--- src/rtl/keyed_wdog_pkg.sv ---
package keyed_wdog_pkg;

    typedef enum logic [1:0] {
        ST_OFF,
        ST_WAIT_KEY1,
        ST_WAIT_KEY2,
        ST_TRIP
    } wd_state_e;

    localparam logic [7:0] KEY_FIRST  = 8'h55;
    localparam logic [7:0] KEY_SECOND = 8'hAA;
    localparam int         MAX_EXP    = 24;

    // log2 of the period for a nonzero rate code
    function automatic int rate_exp(input logic [2:0] code);
        if (code == 3'd0)
            return 0;
        else if (code <= 3'd5)
            return 12 + 2 * int'(code);
        else
            return 17 + int'(code);
    endfunction

endpackage

--- src/rtl/wdog_period_sel.sv ---
module wdog_period_sel
    import keyed_wdog_pkg::*;
#(
    parameter int SHIFT = 0,
    parameter int LIM_W = MAX_EXP - SHIFT + 1
) (
    input  logic [2:0]       rate,
    output logic [LIM_W-1:0] limit,
    output logic [LIM_W-1:0] win_start
);

    logic [LIM_W-1:0] lim_tab [0:7];

    for (genvar g = 0; g < 8; g++) begin : g_rate
        if (g == 0) begin : g_off
            assign lim_tab[g] = '0;
        end else begin : g_on
            localparam int EXP_G = rate_exp(3'(g)) - SHIFT;
            assign lim_tab[g] = LIM_W'(1) << EXP_G;
        end
    end

    assign limit     = lim_tab[rate];
    assign win_start = limit - (limit >> 2);

endmodule

--- src/rtl/wdog_counter.sv ---
module wdog_counter #(
    parameter int LIM_W = 25
) (
    input  logic             clk,
    input  logic             rst_n,
    input  logic             clr,
    input  logic             en,
    input  logic [LIM_W-1:0] limit,
    output logic [LIM_W-1:0] cnt,
    output logic             expire
);

    always_ff @(posedge clk or negedge rst_n) begin
        if (!rst_n)
            cnt <= '0;
        else if (clr)
            cnt <= '0;
        else if (en)
            cnt <= cnt + LIM_W'(1);
    end

    assign expire = en && (cnt == limit - LIM_W'(1));

    p_hold_when_gated_r9: assert property (@(posedge clk) disable iff (!rst_n)
        (!en && !clr) |=> $stable(cnt))
        else $error("count moved while gated");

    p_within_period_r2: assert property (@(posedge clk) disable iff (!rst_n)
        en |-> (cnt < limit))
        else $error("count passed the period");

endmodule

--- src/rtl/wdog_key_fsm.sv ---
module wdog_key_fsm
    import keyed_wdog_pkg::*;
(
    input  logic       clk,
    input  logic       rst_n,
    input  logic       arm,
    input  logic       svc_wr,
    input  logic [7:0] svc_data,
    input  logic       win_en,
    input  logic       win_open,
    input  logic       expire,
    output wd_state_e  state,
    output logic       armed,
    output logic       cnt_clr,
    output logic       rst_req
);

    wd_state_e state_nx;
    logic      key_ok;
    logic      bad_wr;
    logic      restart;

    assign key_ok  = (svc_data == KEY_FIRST) || (svc_data == KEY_SECOND);
    assign bad_wr  = armed && svc_wr && (!key_ok || (win_en && !win_open));
    assign restart = (state == ST_WAIT_KEY2) && svc_wr && !bad_wr
                     && (svc_data == KEY_SECOND);

    always_ff @(posedge clk or negedge rst_n) begin
        if (!rst_n)
            state <= ST_OFF;
        else
            state <= state_nx;
    end

    always_comb begin
        state_nx = state;
        unique case (state)
            ST_OFF: begin
                if (arm)
                    state_nx = ST_WAIT_KEY1;
            end
            ST_WAIT_KEY1: begin
                if (bad_wr || expire)
                    state_nx = ST_TRIP;
                else if (svc_wr && svc_data == KEY_FIRST)
                    state_nx = ST_WAIT_KEY2;
            end
            ST_WAIT_KEY2: begin
                if (bad_wr)
                    state_nx = ST_TRIP;
                else if (restart)
                    state_nx = ST_WAIT_KEY1;
                else if (expire)
                    state_nx = ST_TRIP;
            end
            ST_TRIP: state_nx = ST_OFF;
        endcase
    end

    always_comb begin
        armed   = (state == ST_WAIT_KEY1) || (state == ST_WAIT_KEY2);
        rst_req = (state == ST_TRIP);
        cnt_clr = !armed || restart;
    end

    p_single_pulse_r7: assert property (@(posedge clk) disable iff (!rst_n)
        rst_req |=> !rst_req)
        else $error("reset request longer than one cycle");

    p_bad_key_trips_r4: assert property (@(posedge clk) disable iff (!rst_n)
        (armed && svc_wr && svc_data != 8'h55 && svc_data != 8'hAA) |=> rst_req)
        else $error("bad key did not trip");

    p_early_write_trips_r6: assert property (@(posedge clk) disable iff (!rst_n)
        (armed && svc_wr && win_en && !win_open) |=> rst_req)
        else $error("early write did not trip");

endmodule

--- src/rtl/keyed_watchdog.sv ---
module keyed_watchdog
    import keyed_wdog_pkg::*;
#(
    parameter int SCALE_SHIFT = 0
) (
    input  logic       clk,
    input  logic       rst_n,
    input  logic       ctl_wr,
    input  logic [3:0] ctl_wdata,
    input  logic       svc_wr,
    input  logic [7:0] svc_wdata,
    input  logic       stop_mode,
    input  logic       stop_run_en,
    output logic       rst_req
);

    localparam int LIM_W = MAX_EXP - SCALE_SHIFT + 1;

    logic [2:0]       rate_q;
    logic             win_q;
    logic [LIM_W-1:0] limit;
    logic [LIM_W-1:0] win_start;
    logic [LIM_W-1:0] cnt;
    logic             expire;
    logic             armed;
    logic             cnt_clr;
    logic             clk_on;
    logic             st_off;
    logic             arm;
    wd_state_e        state;

    assign st_off = (state == ST_OFF);
    assign arm    = ctl_wr && st_off && (ctl_wdata[2:0] != 3'd0);
    assign clk_on = !stop_mode || stop_run_en;

    always_ff @(posedge clk or negedge rst_n) begin
        if (!rst_n) begin
            rate_q <= 3'd0;
            win_q  <= 1'b0;
        end else if (rst_req) begin
            rate_q <= 3'd0;
            win_q  <= 1'b0;
        end else if (ctl_wr && st_off) begin
            rate_q <= ctl_wdata[2:0];
            win_q  <= ctl_wdata[3];
        end
    end

    wdog_period_sel #(.SHIFT(SCALE_SHIFT), .LIM_W(LIM_W)) u_period (
        .rate      (rate_q),
        .limit     (limit),
        .win_start (win_start)
    );

    wdog_counter #(.LIM_W(LIM_W)) u_count (
        .clk    (clk),
        .rst_n  (rst_n),
        .clr    (cnt_clr),
        .en     (armed && clk_on),
        .limit  (limit),
        .cnt    (cnt),
        .expire (expire)
    );

    wdog_key_fsm u_fsm (
        .clk      (clk),
        .rst_n    (rst_n),
        .arm      (arm),
        .svc_wr   (svc_wr),
        .svc_data (svc_wdata),
        .win_en   (win_q),
        .win_open (cnt >= win_start),
        .expire   (expire),
        .state    (state),
        .armed    (armed),
        .cnt_clr  (cnt_clr),
        .rst_req  (rst_req)
    );

    p_ctl_cleared_r7: assert property (@(posedge clk) disable iff (!rst_n)
        rst_req |=> (rate_q == 3'd0 && !win_q))
        else $error("control not cleared after reset request");

    p_locked_r8: assert property (@(posedge clk) disable iff (!rst_n)
        (armed && ctl_wr) |=> ($stable(rate_q) && $stable(win_q)))
        else $error("control changed while armed");

endmodule

--- config.mk ---
export PLATFORM = sky130hd
export DESIGN_NAME = keyed_watchdog
export DESIGN_NICKNAME = d
export VERILOG_FILES = /design/src/rtl/keyed_wdog_pkg.sv /design/src/rtl/wdog_period_sel.sv /design/src/rtl/wdog_counter.sv /design/src/rtl/wdog_key_fsm.sv /design/src/rtl/keyed_watchdog.sv
export SDC_FILE = /design/constraint.sdc
export NUM_CORES = 1
export LEC_CHECK = 0
export BUFFER_PORTS_ARGS = -buffer_cell sky130_fd_sc_hd__buf_4
export CAP_MARGIN = 0
export CELL_PAD_IN_SITES_DETAIL_PLACEMENT = 1
export CELL_PAD_IN_SITES_GLOBAL_PLACEMENT = 2
export CORE_MARGIN = 5
export CORE_UTILIZATION = 38
export DETAILED_ROUTE_END_ITERATION = 6
export PLACE_DENSITY = 0.81
export SYNTH_ARGS = -nofsm -noshare
export SYNTH_HDL_FRONTEND = slang
export SYNTH_SLANG_ARGS = --single-unit
--- constraint.sdc ---
create_clock -name clk -period 3.75 [get_ports clk]
set_input_delay 0.5625 -clock clk [delete_from_list [all_inputs] [get_ports clk]]
set_output_delay 0.5625 -clock clk [all_outputs]
set_load 0.01 [all_outputs]
==> results.json, run 1 <==
{
  "outcome": "finished clean",
  "crit_buf_inv": 3,
  "first_pass_iters": 6,
  "clk_root_buffer_cell": "clkbuf_8",
  "cap_violations": 0,
  "netlist_area_um2": 2700,
  "cts_tree": "built",
  "dp.cells": 405,
  "r2r.worst_path.cells": 14,
  "start_util_pct": 39.3,
  "area_delta_synth_final_pct": 12.2,
  "io_buffers": 18,
  "crit_path_cell_trace": "inv_1 -> nand3_1 -> ha_1 -> nor2_1 -> xnor2_1 -> ha_1 -> or4b_1 -> nor4_2 -> a221o_2 -> a2111oi_4 -> buf_4 -> o31ai_4 -> buf_12 -> nor2_1",
  "chipWidth_um": 94.3,
  "fmax_ghz": 0.287,
  "die_h_um": 94.3,
  "netlist_instances": 295,
  "synth_nets": 341,
  "core_area_um2": 6870,
  "cts_buffer_depth": 2,
  "final_cells": 414,
  "dieArea_um2": 8900,
  "grt_pass1_vias": 2270,
  "insertion_delay_ps": 290,
  "grt_max_degree": 32,
  "relSlewSlack_pct": 62.4,
  "crit_slowest_cell": "or4b_1",
  "synthArstFlopShare_pct": 100,
  "vias": 2145,
  "grt_remaining_overflow": 0,
  "layout.cells.most_common": "dfrtp_1",
  "reg2reg_slack_ps": 270,
  "ant_nets": 0,
  "endpoint_kind": "flip-flop",
  "worst_slew_pin_slew_ps": 557,
  "ys.flop_type": "dfrtp_1",
  "tns_ps": 0,
  "yosys_warnings": 0,
  "drt_iter0_markers": 76,
  "cp_max_fo": 25,
  "slowest_delay_ps": 440,
  "cts_hold_buf": 0,
  "r2r_end": "u_count.cnt[0]$_DFFE_PN0P_",
  "rows": 30,
  "layout_min_cycle_time_ps": 3480,
  "track_usage_pct": 15.7,
  "yosysSeqAreaShare_pct": 28.7,
  "drive_gt1_share_pct": 20.1,
  "rsz0062_at_grt": "false",
  "route.detailed.drc": 0,
  "cpLargestDelayFamily": "simple AND/OR/NAND/NOR gates",
  "start_kind": "flip-flop",
  "synth_edf_count": 0,
  "ir_drop_uv": 325,
  "cts.clk_slew.worst_paths_ps": 80,
  "grt_first_pass_wirelength_um": 11100,
  "avgRoutedWirePerCell_um": 15.5,
  "required_ps": 3920,
  "r2r-start": "rate_q[1]$_DFFE_PN0P_",
  "ios": 19,
  "drv_slew": 0,
  "p_per_area_nw_per_um2": 729,
  "synth_cell_types": 59,
  "leakagePower_nw": 1.33,
  "finalClockSkew_ps": 10.2,
  "arrival_ps": 3650,
  "num_antenna_cells": 0,
  "finalCritPeriodShare_pct": 92.9,
  "antenna_found_initial": 0,
  "numCtsBuffers": 5,
  "hpwlAfterDp_um": 5020,
  "path_class": "flip-flop to flip-flop",
  "layout.nets": 363,
  "syn_area_per_cell_um2": 9.16,
  "vias_per_cell": 5.18,
  "cts_max_level": 2,
  "synth-seq-cells": 31,
  "startpoint": "rate_q[1]$_DFFE_PN0P_",
  "cts_sinks": 31,
  "layout_common_cells": "dfrtp_1 (31), ha_1 (28), nand2_1 (23), buf_4 (22), xor2_1 (21)",
  "hold_viol_final": 0,
  "setup_viol": 0,
  "hp-class": "input port to asynchronous set/reset pin",
  "globalplace.congestion": 0.810,
  "wl_um": 6430
}
## area by class of cell
class	instances	area, um2
well taps	96	120
clock inverters	3	20.0
fillers	837	3840
flip-flops and latches	31	776
clock buffers	5	68.8
repair buffers	23	185
multi-input cells	238	1790
inverters	18	67.6
## cell families (layout without fill, tap and decap cells)
logic type,count (synthesis),in the layout,share of synthesized area [%]
buffers and inverters,26,49,4.91
AND/OR/NAND/NOR,128,128,27.7
adder cells (fa/ha/maj),29,29,13.4
flip-flops,31,31,28.7
AO/OA/AOI/OAI,45,45,13.5
multiplexers,2,2,0.741
XOR/XNOR,34,34,11.0
## cells in the mapped netlist (2+ instances only)
| library cell | n | area, um2 |
|---|---|---|
| a21o_1 | 3 | 22.5 |
| a21oi_1 | 14 | 70.1 |
| a22oi_1 | 2 | 15.0 |
| and2_1 | 4 | 25.0 |
| and3_1 | 4 | 25.0 |
| and4_1 | 3 | 26.3 |
| buf_6 | 4 | 45.0 |
| clkbuf_1 | 2 | 7.51 |
| dfrtp_1 | 31 | 776 |
| ha_1 | 28 | 350 |
| inv_1 | 16 | 60.1 |
| inv_2 | 2 | 7.51 |
| mux2i_1 | 2 | 20.0 |
| nand2_1 | 23 | 86.3 |
| nand3_1 | 19 | 95.1 |
| nand4_1 | 10 | 62.6 |
| nor2_1 | 14 | 52.6 |
| nor2_2 | 20 | 125 |
| nor2b_1 | 4 | 25.0 |
| nor3_1 | 4 | 20.0 |
| nor4_1 | 2 | 12.5 |
| nor4_2 | 2 | 25.0 |
| nor4bb_1 | 4 | 40.0 |
| o21ai_0 | 7 | 35.0 |
| o31ai_1 | 3 | 22.5 |
| or3_1 | 2 | 12.5 |
| or4b_1 | 2 | 20.0 |
| xnor2_1 | 13 | 114 |
| xor2_1 | 21 | 184 |
## report_power, final
part	switching [mW]	leakage [nW]	total (mW)	internal [mW]
clock network	0.138	0.0402	0.267	0.129
registers	0.0420	0.424	0.420	0.378
logic	0.902	0.867	1.52	0.621
## worst max path at each step
| stage | slack, ps | endpoint | cells past startpoint |
|---|---|---|---|
| after global placement | 380 | u_count.cnt[1]$_DFFE_PN0P_ | 15 |
| after CTS | 290 | u_count.cnt[0]$_DFFE_PN0P_ | 15 |
| after floorplan | 470 | u_count.cnt[11]$_DFFE_PN0P_ | 14 |
| after detailed placement | 320 | u_count.cnt[0]$_DFFE_PN0P_ | 15 |
| after global routing | 10 | u_count.cnt[4]$_DFFE_PN0P_ | 14 |
| final | 270 | u_count.cnt[0]$_DFFE_PN0P_ | 14 |
## routing by layer
metal	track usage [%]	part of all wire, %	vias to the layer above
met5	0	0	-
met4	3.97	0.87	0
met3	2.48	1.9	5
met2	24.6	45	16
met1	22.5	52	1035
li1	-	-	1089
## registers in the layout (all words and copies together) (netlist names)
name         flops
rate_q           3
win_q            1
u_fsm.state      2
u_count.cnt     25
## per-stage QoR
| stage | hold WS [ps] | cell area, um2 | utilization (%) | power [mW] | setup WS, ps |
|---|---|---|---|---|---|
| after CTS | 228 | 3020 | 44.0 | 2.24 | 286 |
| after global routing | 240 | 3030 | 44.1 | 2.43 | 13.8 |
| final | 215 | 3030 | 44.1 | 2.21 | 265 |
| after global placement | 528 | 2930 | 42.7 | 1.94 | 379 |
| after floorplan | 267 | 2700 | - | 1.63 | 475 |
| after detailed placement | 532 | 2930 | 42.7 | 1.95 | 322 |
## what timing repair did
action                                  in CTS  in global routing
endpoints found under the setup margin       0                  3
resized for setup                            0                  1
buffers inserted                             0                  1
Power figures use the tool's default switching activity.
==> run 2: changes to the inputs <==
CELL_PAD_IN_SITES_DETAIL_PLACEMENT = default   (was 1)
CELL_PAD_IN_SITES_GLOBAL_PLACEMENT = default   (was 2)
CORE_UTILIZATION = 55   (was 38)
PLACE_DENSITY = 0.75   (was 0.81)
SYNTH_HIERARCHICAL = 1   (was default)
==> run 2 against run 1 <==
Combinational power is 15% lower; the flow now finishes with violations (setup timing); utilization is 19 points higher; via count is 56% higher; critical endpoint is now u_count/cnt[23]$_DFFE_PN0P_; worst setup slack worse by 570 ps.
==> results.json, run 2 <==
{
  "outcome": "finished, violations left",
  "violations": "setup timing",
  "yosysSeqAreaShare_pct": 20.6,
  "cts_hold_buf": 0,
  "drt_iter0_markers": 141,
  "r2r_end": "u_count/cnt[23]$_DFFE_PN0P_",
  "fmax_ghz": 0.247,
  "cpLargestDelayFamily": "simple AND/OR/NAND/NOR gates",
  "hpwlAfterDp_um": 6640,
  "dieArea_um2": 8610,
  "cts.clk_slew.worst_paths_ps": 60,
  "cts_max_level": 2,
  "route.detailed.drc": 0,
  "layout.nets": 551,
  "yosys_warnings": 6,
  "grt_remaining_overflow": 0,
  "leakagePower_nw": 1.89,
  "start_util_pct": 56.1,
  "ir_drop_uv": 444,
  "io_buffers": 18,
  "vias": 3338,
  "area_delta_synth_final_pct": 13.2,
  "clk_root_buffer_cell": "clkbuf_8",
  "final_cells": 581,
  "setup_viol": 19,
  "layout_setup_ws_ps": -302,
  "synth_commonest_cells": "nor2_1 (48), inv_1 (43), buf_4 (36), ha_1 (33), nand2_1 (32)",
  "drv_slew": 0,
  "synth_most_common_cell": "nor2_1",
  "chipWidth_um": 92.8,
  "first_pass_iters": 4,
  "ant_nets": 0,
  "fin_util_pct": 63.5,
  "largest_reg_flops": 25,
  "synth_top_cell_by_area": "dfrtp_1",
  "arrival_ps": 4260,
  "finalCritPeriodShare_pct": 108,
  "cts_buffer_depth": 2,
  "grt_pass1_vias": 3268,
  "slowest_delay_ps": 440,
  "crit_slowest_cell": "dfrtp_2",
  "required_ps": 3960,
  "avgRoutedWirePerCell_um": 14.7,
  "top_register": "u_count/cnt",
  "insertion_delay_ps": 280,
  "numCtsBuffers": 5,
  "hp-class": "input port to asynchronous set/reset pin",
  "wl_um": 8540,
  "layout_common_cells": "buf_4 (49), nor2_1 (44), inv_1 (43), ha_1 (30), conb_1 (30)",
  "core_area_um2": 6720,
  "drive_gt1_share_pct": 20.8,
  "cp_max_fo": 6,
  "cap_violations": 0,
  "crit_buf_inv": 1,
  "die_h_um": 92.8,
  "layout.cells.most_common": "buf_4",
  "synthArstFlopShare_pct": 100,
  "whs_ps": 208,
  "dp.cells": 566,
  "syn_area_per_cell_um2": 8.14,
  "fillerInstances": 556,
  "r2r.worst_path.cells": 21,
  "num_antenna_cells": 0,
  "finalClockSkew_ps": 2.52,
  "layout_min_cycle_time_ps": 4050,
  "hold_viol_final": 0,
  "grt_max_degree": 32,
  "netlist_instances": 463,
  "startpoint": "rate_q[1]$_DFFE_PN0P_",
  "cts_tree": "built",
  "netlist_area_um2": 3770,
  "path_class": "flip-flop to flip-flop",
  "reg2reg_slack_ps": -300,
  "ys.flop_type": "dfrtp_1",
  "start_kind": "flip-flop",
  "synth_cell_types": 77,
  "synth-seq-cells": 31,
  "ios": 19,
  "netlist.area_leader.share_pct": 20.6,
  "reg.largest.list": "u_count/cnt: 25 flops, rate_q: 3 flops, u_fsm/state: 2 flops",
  "globalplace.congestion": 0.850,
  "p_per_area_nw_per_um2": 491,
  "rows": 30,
  "vias_per_cell": 5.75,
  "r2r-start": "rate_q[1]$_DFFE_PN0P_",
  "synth_area_leaders": "dfrtp_1 (21%), ha_1 (11%), buf_4 (7.2%)",
  "antenna_found_initial": 0,
  "cts_sinks": 31,
  "endpoint_kind": "flip-flop",
  "track_usage_pct": 20.1,
  "synth_edf_count": 0,
  "rsz0062_at_grt": "true",
  "grt_first_pass_wirelength_um": 14200,
  "crit_path_cell_trace": "nand2b_4 -> nor2_4 -> ha_4 -> or2_4 -> nand4_1 -> or3b_1 -> inv_1 -> ha_1 -> nand4_1 -> nor3_2 -> o211ai_1 -> o211ai_1 -> a31o_1 -> nand2b_4 -> nand3_4 -> o21ai_4 -> o211ai_1 -> nor4_4 -> nand4_1 -> or3_1 -> a21oi_1"
}
-- run 2: cell types whose count changed after synthesis, sizes merged, moves of 5 or more --
| cell | before | now |
|---|---|---|
| buf | 6 | 45 |
| inv | 18 | 43 |
| nor2 | 34 | 50 |
| nor3 | 4 | 14 |
| xnor2 | 13 | 23 |
| nand2 | 23 | 32 |
| a211oi | 0 | 7 |
| mux2i | 2 | 8 |
| a31oi | 0 | 5 |
| ha | 28 | 33 |
| nand4 | 10 | 15 |
| nor4 | 4 | 9 |
| xor2 | 21 | 26 |
-- run 2: worst reg2reg max path, cell delays in order, from the launching register on --
cell and delay [ps]:
dfrtp_2 440, nand2b_4 170, nor2_4 130, ha_4 200, or2_4 240, nand4_1 60
or3b_1 360, inv_1 70, ha_1 120, nand4_1 140, nor3_2 230, o211ai_1 120
o211ai_1 100, a31o_1 140, nand2b_4 140, nand3_4 70, o21ai_4 190, o211ai_1 170
nor4_4 210, nand4_1 180, or3_1 380, a21oi_1 140
-- run 2: repair_timing --
item,CTS,global route
pin swaps,8,9
resized for setup,14,11
endpoints found under the hold margin,0,0
endpoints found under the setup margin,21,23
setup buffers,5,3
-- run 2: report_power, final --
| part | switching [mW] | internal [mW] |
|---|---|---|
| Sequential | 0.0874 | 0.382 |
| Combinational | 0.680 | 0.611 |
| Clock | 0.123 | 0.215 |
| Total | 0.890 | 1.21 |
-- run 2: cells by family (layout without fill, tap and decap cells) --
family          after synthesis  count (layout)  share of synthesized area (%)
buf+inv                      92             101                           13.8
other cells                   1              30                         0.0995
flops                        31              31                           20.6
mux                           8               8                           2.12
compound gates               65              65                           12.8
fa+ha+maj                    33              33                           11.0
xor+xnor                     49              49                           11.4
simple gates                184             184                           28.2
-- run 2: how the worst max path moves through the flow --
stage                                   to  slack (ps)  cells past startpoint
2_1_floorplan  u_count/cnt[21]$_DFFE_PN0P_        -310                     23
3_3_place_gp   u_count/cnt[23]$_DFFE_PN0P_        -220                     21
3_5_place_dp   u_count/cnt[21]$_DFFE_PN0P_        -310                     21
4_1_cts        u_count/cnt[21]$_DFFE_PN0P_        -230                     21
5_1_grt        u_count/cnt[23]$_DFFE_PN0P_        -500                     21
6_report       u_count/cnt[23]$_DFFE_PN0P_        -300                     21
-- run 2: cell type report --
| class | count | area [um2] | share of cell area [%] |
|---|---|---|---|
| Sequential cell | 31 | 779 | 18.3 |
| Inverter | 43 | 161 | 3.78 |
| Timing Repair Buffer | 50 | 379 | 8.88 |
| Clock buffer | 6 | 82.6 | 1.93 |
| Clock inverter | 2 | 35.0 | 0.821 |
| Multi-Input combinational cell | 369 | 2730 | 64.0 |
| Tap cell | 80 | 100 | 2.35 |
-- run 2: metrics by stage --
stage	setup WS, ps	instance area [um2]	TNS, ps	total power, mW
after detailed placement	-311	3980	-3780	1.59
final	-302	4270	-2480	2.10
after CTS	-231	4180	-1770	2.03
after floorplan	-309	3920	-1200	1.33
after global routing	-499	4270	-6710	2.26
after global placement	-217	3980	-1480	1.56
-- run 2: metal layers --
metal  wire length (um)  up-vias  GRT usage, %
li1                   -     1633             -
met1               3810     1607          24.1
met3                284       21          2.44
met2               4270       77          36.3
met4                174        0          7.57
met5                  0        -             0
==> run 3: changes to the inputs <==
PLACE_DENSITY = 0.76   (was 0.75)
SYNTH_HIERARCHICAL = default   (was 1)
==> run 3 against run 2 <==
The flow now finishes without violations; global-route usage down 0.61 points; critical path type unchanged; register-to-register slack improved by 500 ps; hold slack got worse by 4.9 ps; clock power fell by 22%; flip-flop and latch count stayed put; critical path depth fell by 8; clock-buffer cell count unchanged.
==> results.json, run 3 (same netlist as run 1, synthesis figures left out) <==
{
  "outcome": "finished clean",
  "globalplace.congestion": 0.861,
  "switching_power_mw": 1.02,
  "leakagePower_nw": 1.33,
  "start_util_pct": 56.8,
  "grt_pass1_vias": 2123,
  "core_area_um2": 4750,
  "rows": 25,
  "combPwrFrac_pct": 67.4,
  "layout.nets": 362,
  "power_frac_clock_pct": 12.2,
  "setup_viol": 0,
  "pwr-share-seq_pct": 20.4,
  "finalClockSkew_ps": 6.32,
  "reg.largest.list": "u_count.cnt: 25 flops, rate_q: 3 flops, u_fsm.state: 2 flops",
  "clk_root_buffer_cell": "clkbuf_8",
  "cts_tree": "built",
  "cts_buffer_depth": 2,
  "vias_per_cell": 5.67,
  "finalCritPeriodShare_pct": 94.7,
  "p_per_area_nw_per_um2": 723,
  "endpoint_kind": "flip-flop",
  "ios": 19,
  "reg2reg_slack_ps": 200,
  "hpwlAfterDp_um": 4290,
  "track_usage_pct": 19.5,
  "layout_common_cells": "dfrtp_1 (31), ha_1 (28), nand2_1 (23), xor2_1 (21), buf_4 (21)",
  "avgRoutedWirePerCell_um": 14.2,
  "intPower_mw": 1.13,
  "arrival_ps": 3720,
  "cp_max_fo": 25,
  "largest_reg_flops": 25,
  "finalPower_mw": 2.16,
  "layout.cells.most_common": "dfrtp_1",
  "drive_gt1_share_pct": 19.6,
  "top_register": "u_count.cnt",
  "r2r-start": "rate_q[0]$_DFFE_PN0P_",
  "numCtsBuffers": 5,
  "drv_slew": 0,
  "grt_first_pass_wirelength_um": 9860,
  "io_buffers": 18,
  "grt_max_degree": 32,
  "route.detailed.drc": 0,
  "first_pass_iters": 4,
  "antenna_found_initial": 0,
  "cap_violations": 0,
  "insertion_delay_ps": 280,
  "ant_nets": 0,
  "ir_drop_uv": 356,
  "required_ps": 3920,
  "area_delta_synth_final_pct": 10.5,
  "tns_ps": 0,
  "die_h_um": 80.1,
  "wl_um": 5460,
  "grt_remaining_overflow": 0,
  "hold_viol_final": 0,
  "chipWidth_um": 80.1,
  "cts_sinks": 31,
  "startpoint": "rate_q[0]$_DFFE_PN0P_",
  "num_antenna_cells": 0,
  "vias": 2172,
  "cts_max_level": 2,
  "worst_slew_pin_slew_ps": 577,
  "rsz0062_at_grt": "false",
  "r2r_end": "u_count.cnt[4]$_DFFE_PN0P_",
  "relSlewSlack_pct": 61.0,
  "fillerInstances": 413,
  "switching_share_pct": 47.4,
  "r2r.worst_path.cells": 13,
  "hp-class": "input port to asynchronous set/reset pin",
  "cts.clk_slew.worst_paths_ps": 70,
  "cts_hold_buf": 0,
  "fmax_ghz": 0.281,
  "dieArea_um2": 6410,
  "worstSetupEndpoint": "u_count.cnt[4]$_DFFE_PN0P_",
  "path_class": "flip-flop to flip-flop",
  "drt_iter0_markers": 105,
  "start_kind": "flip-flop",
  "layout_min_cycle_time_ps": 3550
}
## run 3: cell count changes in the layout (fill, tap and decap cells not counted), sizes merged, moves of 5 or more
cell	previous run	this run
nor3	14	4
ha	33	28
xor2	26	21
conb	30	0
xnor2	23	13
inv	43	18
nor4	9	4
nand4	15	10
buf	50	22
a211oi	7	0
nand2	32	23
a31oi	5	0
mux2i	8	2
nor2	50	34
## run 3: worst max-delay path, cell delays in order (launching register included)
cell and delay, ps:
dfrtp_1 590, nand3_1 260, ha_1 330, nor2_1 230
xnor2_1 110, ha_1 300, or4b_1 450, nor4_2 140
a221o_2 220, a2111oi_4 70, buf_4 170, o31ai_4 260
buf_12 230, nor2_1 70
## run 3: metrics by stage
| stage | util (%) | area [um2] | setup WS (ps) | hold WS [ps] | cells |
|---|---|---|---|---|---|
| global route | 62.8 | 2990 | 0.418 | 234 | 383 |
| floorplan | - | 2700 | 475 | 267 | 295 |
| global placement | 60.8 | 2890 | 379 | 516 | 375 |
| finish | 62.8 | 2990 | 197 | 204 | 383 |
| CTS | 62.6 | 2980 | 200 | 214 | 382 |
| detailed placement | 60.8 | 2890 | 230 | 523 | 375 |
## run 3: cell type report
| class | count | area [um2] | area share, % |
|---|---|---|---|
| inverters | 18 | 67.6 | 2.26 |
| well taps | 67 | 83.8 | 2.81 |
| clock inverters | 1 | 5.00 | 0.168 |
| multi-input cells | 238 | 1790 | 60.1 |
| flip-flops and latches | 31 | 776 | 26.0 |
| repair buffers | 22 | 178 | 5.95 |
| clock buffers | 6 | 82.6 | 2.77 |
## run 3: worst min path at each step
stage	startpoint	to	slack [ps]	cells past startpoint
global route	rst_n	u_count.cnt[6]$_DFFE_PN0P_	230	1
floorplan	rst_n	rate_q[0]$_DFFE_PN0P_	270	0
finish	rst_n	u_count.cnt[3]$_DFFE_PN0P_	200	1
global placement	rst_n	u_count.cnt[4]$_DFFE_PN0P_	520	1
CTS	rst_n	u_count.cnt[3]$_DFFE_PN0P_	210	1
detailed placement	rst_n	u_count.cnt[6]$_DFFE_PN0P_	520	1
## run 3: repair_timing
action                     in CTS  in global routing
setup endpoints to repair       0                  7
resized for setup               0                  0
buffers inserted                0                  1
## run 3: power groups by stage
stage               sequential [mW]  clock (mW)  combinational, mW
floorplan                     0.423           0               1.20
global placement              0.442           0               1.41
detailed placement            0.446           0               1.45
CTS                           0.440       0.270               1.46
global route                  0.446       0.288               1.63
finish                        0.440       0.264               1.45
## run 3: per-layer routing
layer	up-vias	global-route usage [%]	share of wire (%)
met2	38	30.3	46
met5	-	0	0
met4	0	5.24	1.1
met1	1039	27.7	49
li1	1090	-	-
met3	5	3.48	4.1
